==> src/rtl/flash_arb_pkg.sv <==
package flash_arb_pkg;

    // Address geometry, all in 16-bit words
    localparam int ADDR_W     = 21;
    localparam int BANK_LOG2  = 18;
    localparam int MAIN_LOG2  = 15;
    localparam int PARAM_LOG2 = 12;

    localparam int BANK_W       = ADDR_W - BANK_LOG2;
    localparam int MAX_BANKS    = 1 << BANK_W;
    localparam int SUB_W        = BANK_LOG2 - MAIN_LOG2;
    localparam int BLK_PER_BANK = 1 << SUB_W;
    localparam int PAR_W        = MAIN_LOG2 - PARAM_LOG2;
    localparam int PARAM_BLKS   = 1 << PAR_W;
    localparam int MAX_BLOCKS   = MAX_BANKS * BLK_PER_BANK - 1 + PARAM_BLKS;
    localparam int BLK_W        = $clog2(MAX_BLOCKS);

    typedef enum logic [1:0] {
        OP_READ  = 2'd0,
        OP_PROG  = 2'd1,
        OP_ERASE = 2'd2,
        OP_RSVD  = 2'd3
    } op_e;

    typedef logic [BANK_W-1:0] bank_t;
    typedef logic [BLK_W-1:0]  block_t;

    // One tracked program/erase
    typedef struct packed {
        logic   valid;
        op_e    op;
        bank_t  bank;
        block_t block;
        logic   susp;
    } slot_t;

    typedef struct packed {
        logic grant;
        logic reject;
        logic start;
        logic nest;
    } verdict_t;

    function automatic bank_t highest_bank(input logic big);
        return big ? bank_t'(MAX_BANKS - 1) : bank_t'(MAX_BANKS / 2 - 1);
    endfunction

    function automatic bank_t fold_bank(input bank_t raw, input logic big);
        return big ? raw : (raw & bank_t'(MAX_BANKS / 2 - 1));
    endfunction

endpackage

==> src/rtl/flash_addr_decode.sv <==
module flash_addr_decode
    import flash_arb_pkg::*;
(
    input  logic [ADDR_W-1:0] addr,
    input  logic              boot_top,
    input  logic              size_32m,
    output bank_t             bank,
    output block_t            block
);

    bank_t top_bank;
    int    b_i;
    int    sub_i;
    int    par_i;
    int    blk_i;

    logic unused_low;
    assign unused_low = ^addr[PARAM_LOG2-1:0];

    always_comb begin
        bank     = fold_bank(addr[ADDR_W-1:BANK_LOG2], size_32m);
        top_bank = highest_bank(size_32m);
        b_i      = int'(bank);
        sub_i    = int'(addr[BANK_LOG2-1:MAIN_LOG2]);
        par_i    = int'(addr[MAIN_LOG2-1:PARAM_LOG2]);
        if (boot_top) begin
            if (bank == top_bank && sub_i == BLK_PER_BANK - 1)
                blk_i = b_i * BLK_PER_BANK + BLK_PER_BANK - 1 + par_i;
            else
                blk_i = b_i * BLK_PER_BANK + sub_i;
        end else begin
            if (b_i == 0)
                blk_i = (sub_i == 0) ? par_i : PARAM_BLKS - 1 + sub_i;
            else
                blk_i = PARAM_BLKS + BLK_PER_BANK - 1 + (b_i - 1) * BLK_PER_BANK + sub_i;
        end
        block = block_t'(blk_i);
    end

endmodule

==> src/rtl/flash_op_policy.sv <==
module flash_op_policy
    import flash_arb_pkg::*;
(
    input  logic     req_valid,
    input  op_e      op,
    input  bank_t    bank,
    input  block_t   block,
    input  slot_t    act,
    input  slot_t    park,
    output verdict_t verdict
);

    logic read_hit;
    logic nest_ok;

    always_comb begin
        // A read collides with the running bank, or with the exact block of a
        // suspended or set-aside operation
        read_hit = 1'b0;
        if (act.valid) begin
            if (act.susp) read_hit = (block == act.block);
            else          read_hit = (bank == act.bank);
        end
        if (park.valid && block == park.block) read_hit = 1'b1;

        nest_ok = act.valid && act.susp && act.op == OP_ERASE &&
                  !park.valid && block != act.block;

        verdict = '0;
        if (req_valid) begin
            unique case (op)
                OP_READ: begin
                    verdict.grant  = !read_hit;
                end
                OP_PROG: begin
                    verdict.grant  = !act.valid || nest_ok;
                    verdict.start  = verdict.grant;
                    verdict.nest   = act.valid && nest_ok;
                end
                OP_ERASE: begin
                    verdict.grant  = !act.valid;
                    verdict.start  = verdict.grant;
                end
                default: begin
                    verdict.grant  = 1'b0;
                end
            endcase
            verdict.reject = !verdict.grant;
        end
    end

endmodule

==> src/rtl/flash_busy_tracker.sv <==
module flash_busy_tracker
    import flash_arb_pkg::*;
(
    input  logic   clk,
    input  logic   rst,
    input  logic   start,
    input  logic   nest,
    input  op_e    op,
    input  bank_t  bank,
    input  block_t block,
    input  logic   eng_done,
    input  logic   eng_suspend,
    input  logic   eng_resume,
    output slot_t  act,
    output slot_t  park
);

    always_ff @(posedge clk) begin
        if (rst) begin
            act  <= '0;
            park <= '0;
        end else if (start) begin
            if (nest) park <= act;
            act <= '{valid: 1'b1, op: op, bank: bank, block: block, susp: 1'b0};
        end else if (act.valid) begin
            if (eng_done && !act.susp) begin
                if (park.valid) begin
                    act  <= park;
                    park <= '0;
                end else begin
                    act  <= '0;
                end
            end else if (eng_suspend && !act.susp) begin
                act.susp <= 1'b1;
            end else if (eng_resume && act.susp) begin
                act.susp <= 1'b0;
            end
        end
    end

endmodule

==> src/rtl/flash_bank_arbiter.sv <==
module flash_bank_arbiter
    import flash_arb_pkg::*;
(
    input  logic              clk,
    input  logic              rst,
    input  logic              req_valid,
    input  logic [1:0]        req_op,
    input  logic [ADDR_W-1:0] req_addr,
    input  logic              boot_top,
    input  logic              size_32m,
    input  logic              eng_done,
    input  logic              eng_suspend,
    input  logic              eng_resume,
    output logic              grant,
    output logic              reject,
    output logic [BANK_W-1:0] bank_idx,
    output logic [BLK_W-1:0]  block_idx
);

    op_e      op;
    bank_t    dec_bank;
    block_t   dec_block;
    slot_t    act;
    slot_t    park;
    verdict_t verdict;

    logic     act_valid;
    logic     act_susp;
    bank_t    act_bank;
    logic     park_valid;

    assign op = op_e'(req_op);

    flash_addr_decode u_decode (
        .addr     (req_addr),
        .boot_top (boot_top),
        .size_32m (size_32m),
        .bank     (dec_bank),
        .block    (dec_block)
    );

    flash_op_policy u_policy (
        .req_valid (req_valid),
        .op        (op),
        .bank      (dec_bank),
        .block     (dec_block),
        .act       (act),
        .park      (park),
        .verdict   (verdict)
    );

    flash_busy_tracker u_track (
        .clk         (clk),
        .rst         (rst),
        .start       (verdict.start),
        .nest        (verdict.nest),
        .op          (op),
        .bank        (dec_bank),
        .block       (dec_block),
        .eng_done    (eng_done),
        .eng_suspend (eng_suspend),
        .eng_resume  (eng_resume),
        .act         (act),
        .park        (park)
    );

    always_ff @(posedge clk) begin
        if (rst) begin
            grant  <= 1'b0;
            reject <= 1'b0;
        end else begin
            grant  <= verdict.grant;
            reject <= verdict.reject;
        end
    end

    assign bank_idx   = dec_bank;
    assign block_idx  = dec_block;
    assign act_valid  = act.valid;
    assign act_susp   = act.susp;
    assign act_bank   = act.bank;
    assign park_valid = park.valid;

endmodule

==> config.mk <==
export PLATFORM = sky130hd
export DESIGN_NAME = flash_bank_arbiter
export DESIGN_NICKNAME = d
export VERILOG_FILES = /design/src/rtl/flash_arb_pkg.sv /design/src/rtl/flash_addr_decode.sv /design/src/rtl/flash_op_policy.sv /design/src/rtl/flash_busy_tracker.sv /design/src/rtl/flash_bank_arbiter.sv
export SDC_FILE = /design/constraint.sdc
export NUM_CORES = 1
export LEC_CHECK = 0
export BUFFER_PORTS_ARGS = -buffer_cell sky130_fd_sc_hd__buf_2
export CAP_MARGIN = 10
export CORE_MARGIN = 1
export CORE_UTILIZATION = 40
export CTS_BUF_LIST = sky130_fd_sc_hd__clkbuf_8
export CTS_CLUSTER_SIZE = 14
export DETAILED_ROUTE_END_ITERATION = 16
export PLACE_DENSITY = 0.64
export SYNTH_ARGS = -nofsm -noshare
export SYNTH_HDL_FRONTEND = slang
export SYNTH_SLANG_ARGS = --single-unit
export TNS_END_PERCENT = 50
==> constraint.sdc <==
create_clock -name clk -period 7.62 [get_ports clk]
set_input_delay 1.524 -clock clk [delete_from_list [all_inputs] [get_ports clk]]
set_output_delay 1.524 -clock clk [all_outputs]
set_load 0.01 [all_outputs]
After elaboration in Yosys (flattened, before gate mapping)
Index checks and enable logic that the tools add are counted.
Cells by class
  bitwise operators: 1
  multiplexer cells: 26
  add/sub/neg operators: 8
  reductions and logical operators: 29
  equality and inequality tests: 10
Operators with widths (count)
  $mux W14: 7
  $mux W7: 4
  $mux W13: 2
  $add A7 B4 Y7: 2
  $eq A7 B7 Y1: 2
  $logic_and A1 B1 Y1: 10
  $mux W1: 8
  $add A5 B7 Y7 const A: 1
  $add A6 B3 Y7: 1
  $add A6 B4 Y7 const B: 1
  $ne A7 B7 Y1: 1
  $sub A7 B1 Y7 const B: 1
  $eq A3 B3 Y1: 2
  $logic_not A3 Y1: 2
  $mux W3: 2
  $reduce_bool A2 Y1: 3
  $logic_not A1 Y1: 5
  $add A3 B3 Y4 const A: 1
  $eq A2 B2 Y1 const B: 2
  $reduce_and A2 Y1: 2
  $reduce_and A4 Y1: 1
  $reduce_or A2 Y1: 2
  $sub A3 B1 Y4 const B: 1
  $eq A3 B1 Y1 const B: 1
  other kinds (10): 10
Word-level totals
  logic and storage cells: 86
  register bits: 30
  input bits: 31

Logic depth before layout (Yosys ltp)
  word-level depth: 14
  mapped depth: 12
  depth with buffers taken out: 11

Cells and area by module
From an unflattened synthesis, not the netlist that was laid out.
Unflattened totals
  cell total of the unflattened synthesis: 269
  area total of the unflattened synthesis: 2189.6 µm²
By module, submodules not included
  flash_busy_tracker: instances 1, cells each 142, area an instance 1244.9 µm²
  flash_addr_decode: instances 1, cells each 77, area an instance 519.2 µm²
  flash_op_policy: instances 1, cells each 46, area an instance 372.9 µm²
  flash_bank_arbiter: instances 1, cells each 4, area an instance 52.6 µm²

Least setup slack after synthesis
No wires, ideal clock.
  path kind: in2out
  start point: input req_addr[18]
  end point: output block_idx[2]
  path slack: 2.968 ns
  arrival: 3.128 ns
  cell stages on the path: 7
  path through: clkbuf_1 > inv_1 > ha_1 > a21boi_0 > a21boi_0 > o21ai_0 > o21ai_0
Between the ends
  cells in the longest elaborated chain, start to end: 5
RTL lines
  from (decl): RTL line flash_bank_arbiter.sv:8  | input logic [ADDR_W-1:0] req_addr,
  $mux W3 (*): RTL line flash_arb_pkg.sv:49  | return big ? raw : (raw & bank_t'(MAX_BANKS / 2 - 1));
  $eq A3 B3 Y1: RTL line flash_addr_decode.sv:27  | if (bank == top_bank && sub_i == BLK_PER_BANK - 1)
  $logic_and A1 B1 Y1: RTL line flash_addr_decode.sv:27
  $mux W7: RTL line flash_addr_decode.sv:27
  $mux W7 (*): RTL line flash_addr_decode.sv:26  | if (boot_top) begin
  to (decl): RTL line flash_bank_arbiter.sv:17  | output logic [BLK_W-1:0] block_idx
Mark *: on every way between the ends. The rest lies on a longest branch, timed or not.

Final worst setup path
  start point: input req_addr[18]
  end point: output block_idx[5]
Between the ends
  cells in the longest elaborated chain, start to end: 6
RTL lines (RTL line)
  $mux W3 (*): flash_arb_pkg.sv:49
  $add A6 B4 Y7 / $sub A3 B1 Y4 (equally long branches): flash_addr_decode.sv:28, flash_addr_decode.sv:35
  $sub A7 B1 Y7 / $add A5 B7 Y7 (equally long branches): flash_addr_decode.sv:28, flash_addr_decode.sv:35
  $add A7 B4 Y7 (on tied branches): flash_addr_decode.sv:28, flash_addr_decode.sv:35
  $mux W7 (on tied branches): flash_addr_decode.sv:27, flash_addr_decode.sv:32
  $mux W7 (*): flash_addr_decode.sv:26
Marks and branches as above.

==> out/metrics.cfg <==
[floorplanning]
design.portCount = 43
core_area_sq_um = 5540
die_height_um = 78.1
floorplan.initialDensity_pct = 41.8
die_area_sq_um = 6090
rows = 27
die_width_um = 78.1

[min_path]
worst_hold_path_type = flop to flop
hp-start = u_track.park[11]$_SDFFE_PP0P_
hold_end = u_track.park[11]$_SDFFE_PP0P_
whs_path_depth = 2

[critical_path]
endpoint_kind = output port
timing_worst_setup_path_type = primary input to output port
worst-r2r-cell-count = 8
critical_path.startpoint_type = primary input
worst_r2r_endpoint = u_track.park[9]$_SDFFE_PP0P_
crit_reg_reg_startpoint = u_track.act[1]$_SDFFE_PP0P_
worstSetupStartpoint = req_addr[18]
worst_reg2reg_setup_slack_ns = 5.07
cp_max_fo = 13
cp.required_ns = 6.10
timing.critical_path.arrival_ns = 3.65

[power_and_ir_drop]
power.ir.vdd_worst_v = 0.0000929
power_density_nw_per_um2 = 148
power_leakage_nw = 1.04

[clock_network]
clock_tree.root_cell = sky130_fd_sc_hd__clkbuf_8
clock_latency_late_sink_ns = 0.29
max-clock-path-buffers = 2
cts_hold_buf = 0
cts_resized = 0
cts.htree.levels = 2
tritoncts_num_sinks = 30
numCtsBuffers = 5
cts_setup_buffers = 0
tritoncts_clock_tree = done
worst_setup_hold_path_clk_slew_ns = 0.06

[yosys]
asyncSetResetFlopFracSynth_pct = 0
synth_cell_type_count = 63
synth_area_sq_um = 2310
synth_cells = 281
mappedNetlistNets = 323
synth_seq_cells = 30
synth_seq_area_share_pct = 25.9
synth-edff-count = 0
syn_avg_cell_area_sq_um = 8.24
synth_ff_type = sky130_fd_sc_hd__dfxtp_1
ys.warnings.count = 0

[global_routing]
grt_overflow_total = 0
largest_net_degree_at_the_start_of_global_routing = 27
grt_pass1_wl_um = 9810
first_global_vias = 1953
grt_usage_pct = 20.5
grt_antenna_before_repair = 0

[timing]
hold_viol = 0
number_of_setup_violations_in_the_final_report = 0
worstMarginPinSlew_ns = 0.687
min_period_over_period_pct = 67.9
rsz_0062_raised_after_global_routing = no
max_freq_mhz = 193
fin_crit_ns = 5.18
setup_ws_ns = 2.44
fin_tns_setup_ns = 0
timing.final.max_slew_violations = 0
max_slew_margin_pct = 53.8
fin_skew_ns = 0.00535

[layout]
diodes = 0
flow.area_growth_from_synthesis_pct = 11.6
layout-drive-gt1-share_pct = 17.0
fin_nets = 346

[placed_design]
dp_worst_setup_slack_ns = 2.49
io_buffer_count = 30
post-dp-hpwl_um = 4350
finalWeightedCongestion = 0.832

[routing]
routedWlPerCell_um = 15.5
routed_wl_um = 5830
drt-initial-drc-count = 145
route.detailed.drc = 0
drt-pass1-iter-count = 4
ant_nets = 0
routed_via_density = 5.85
vias = 2207

[outcome]
status = completed

[run]
timing.max_cap.violations = 0

-- report_power, final --
group / internal, mW / switching (mW) / leakage [nW]
Combinational: 0.0339 / 0.0529 / 0.748
Sequential: 0.161 / 0.00401 / 0.243
Clock: 0.0713 / 0.0590 / 0.0524
Total: 0.266 / 0.116 / 1.04
-- state kept, by name, indices dropped and copies added, names as in the netlist --
name and count:
u_track.act 14, u_track.park 14, grant 1, reject 1
-- worst max-delay path by stage --
stage	end	depth (start not counted)
after global routing	block_idx[2]	8
after detailed placement	block_idx[2]	8
after global placement	block_idx[5]	7
after CTS	block_idx[2]	8
final	block_idx[5]	7
after floorplan	block_idx[2]	7
-- synthesized netlist by cell type, types with 4 or more instances --
| library cell | n | area, sq um |
|---|---|---|
| sky130_fd_sc_hd__nor2_1 | 12 | 45.0 |
| sky130_fd_sc_hd__dfxtp_1 | 30 | 601 |
| sky130_fd_sc_hd__nand2_1 | 22 | 82.6 |
| sky130_fd_sc_hd__a221o_1 | 5 | 50.1 |
| sky130_fd_sc_hd__a22o_1 | 15 | 131 |
| sky130_fd_sc_hd__o2bb2ai_1 | 5 | 43.8 |
| sky130_fd_sc_hd__ha_1 | 11 | 138 |
| sky130_fd_sc_hd__nor4_1 | 5 | 31.3 |
| sky130_fd_sc_hd__o21ai_0 | 9 | 45.0 |
| sky130_fd_sc_hd__nor3_1 | 12 | 60.1 |
| sky130_fd_sc_hd__xnor2_1 | 9 | 78.8 |
| sky130_fd_sc_hd__and2_1 | 6 | 37.5 |
| sky130_fd_sc_hd__a21oi_1 | 14 | 70.1 |
| sky130_fd_sc_hd__and3_1 | 8 | 50.1 |
| sky130_fd_sc_hd__mux2i_1 | 5 | 50.1 |
| sky130_fd_sc_hd__nand4_1 | 5 | 31.3 |
| sky130_fd_sc_hd__clkbuf_1 | 9 | 33.8 |
| sky130_fd_sc_hd__inv_1 | 17 | 63.8 |
| sky130_fd_sc_hd__nand3_1 | 4 | 20.0 |
| sky130_fd_sc_hd__xor2_1 | 6 | 52.6 |
-- cell type report --
class / count / area, sq um
Tap cell: 72 / 90.1
Inverter: 17 / 63.8
Clock buffer: 6 / 82.6
Timing Repair Buffer: 30 / 150
Multi-Input combinational cell: 220 / 1590
Clock inverter: 2 / 8.76
Fill cell: 556 / 2960
Sequential cell: 30 / 601
-- placed cells by master (no fill, tap or decap), types with 8 or more instances in the layout --
cell type / count
sky130_fd_sc_hd__dfxtp_1: 30
sky130_fd_sc_hd__buf_2: 30
sky130_fd_sc_hd__nand2_1: 22
sky130_fd_sc_hd__inv_1: 18
sky130_fd_sc_hd__a22o_1: 15
sky130_fd_sc_hd__a21oi_1: 14
sky130_fd_sc_hd__nor3_1: 12
sky130_fd_sc_hd__nor2_1: 12
sky130_fd_sc_hd__ha_1: 11
sky130_fd_sc_hd__o21ai_0: 9
sky130_fd_sc_hd__xnor2_1: 9
sky130_fd_sc_hd__and3_1: 8
-- worst max-delay path: stages --
cell	delay, ns
sky130_fd_sc_hd__buf_2	0.25
sky130_fd_sc_hd__ha_1	0.22
sky130_fd_sc_hd__nand2_1	0.14
sky130_fd_sc_hd__nor4_1	0.65
sky130_fd_sc_hd__mux2i_1	0.30
sky130_fd_sc_hd__a31oi_1	0.37
sky130_fd_sc_hd__buf_2	0.20
-- metal layers --
layer	share of wire (%)	GRT usage [%]
met5	0	0
met4	0.86	5.00
met2	45	31.1
met1	50	29.7
met3	4.2	3.95
-- stage by stage --
stage	instances	total power, mW	area [sq um]	hold slack, ns	utilization (%)
6_report	377	0.382	2580	0.436	46.6
5_1_grt	377	0.399	2580	0.454	46.6
4_1_cts	377	0.381	2580	0.437	46.6
3_5_place_dp	369	0.254	2490	0.428	45.0
3_3_place_gp	369	0.253	2490	0.423	45.0
2_1_floorplan	281	0.228	2310	0.414	-
-- kinds of logic (layout without fill, tap and decap cells) --
group                      count (synthesis)  count (layout)  synth area share (%)
AOI/OAI and AO/OA                         89              89                  30.4
xor gates and xnor gates                  15              15                  5.68
adders and majority gates                 11              11                  5.95
buffers and inverters                     31              55                  5.51
DFF                                       30              30                  25.9
muxes                                      5               5                  2.16
and+or+nand+nor                          100             100                  24.3
Power figures use the tool's default switching activity.
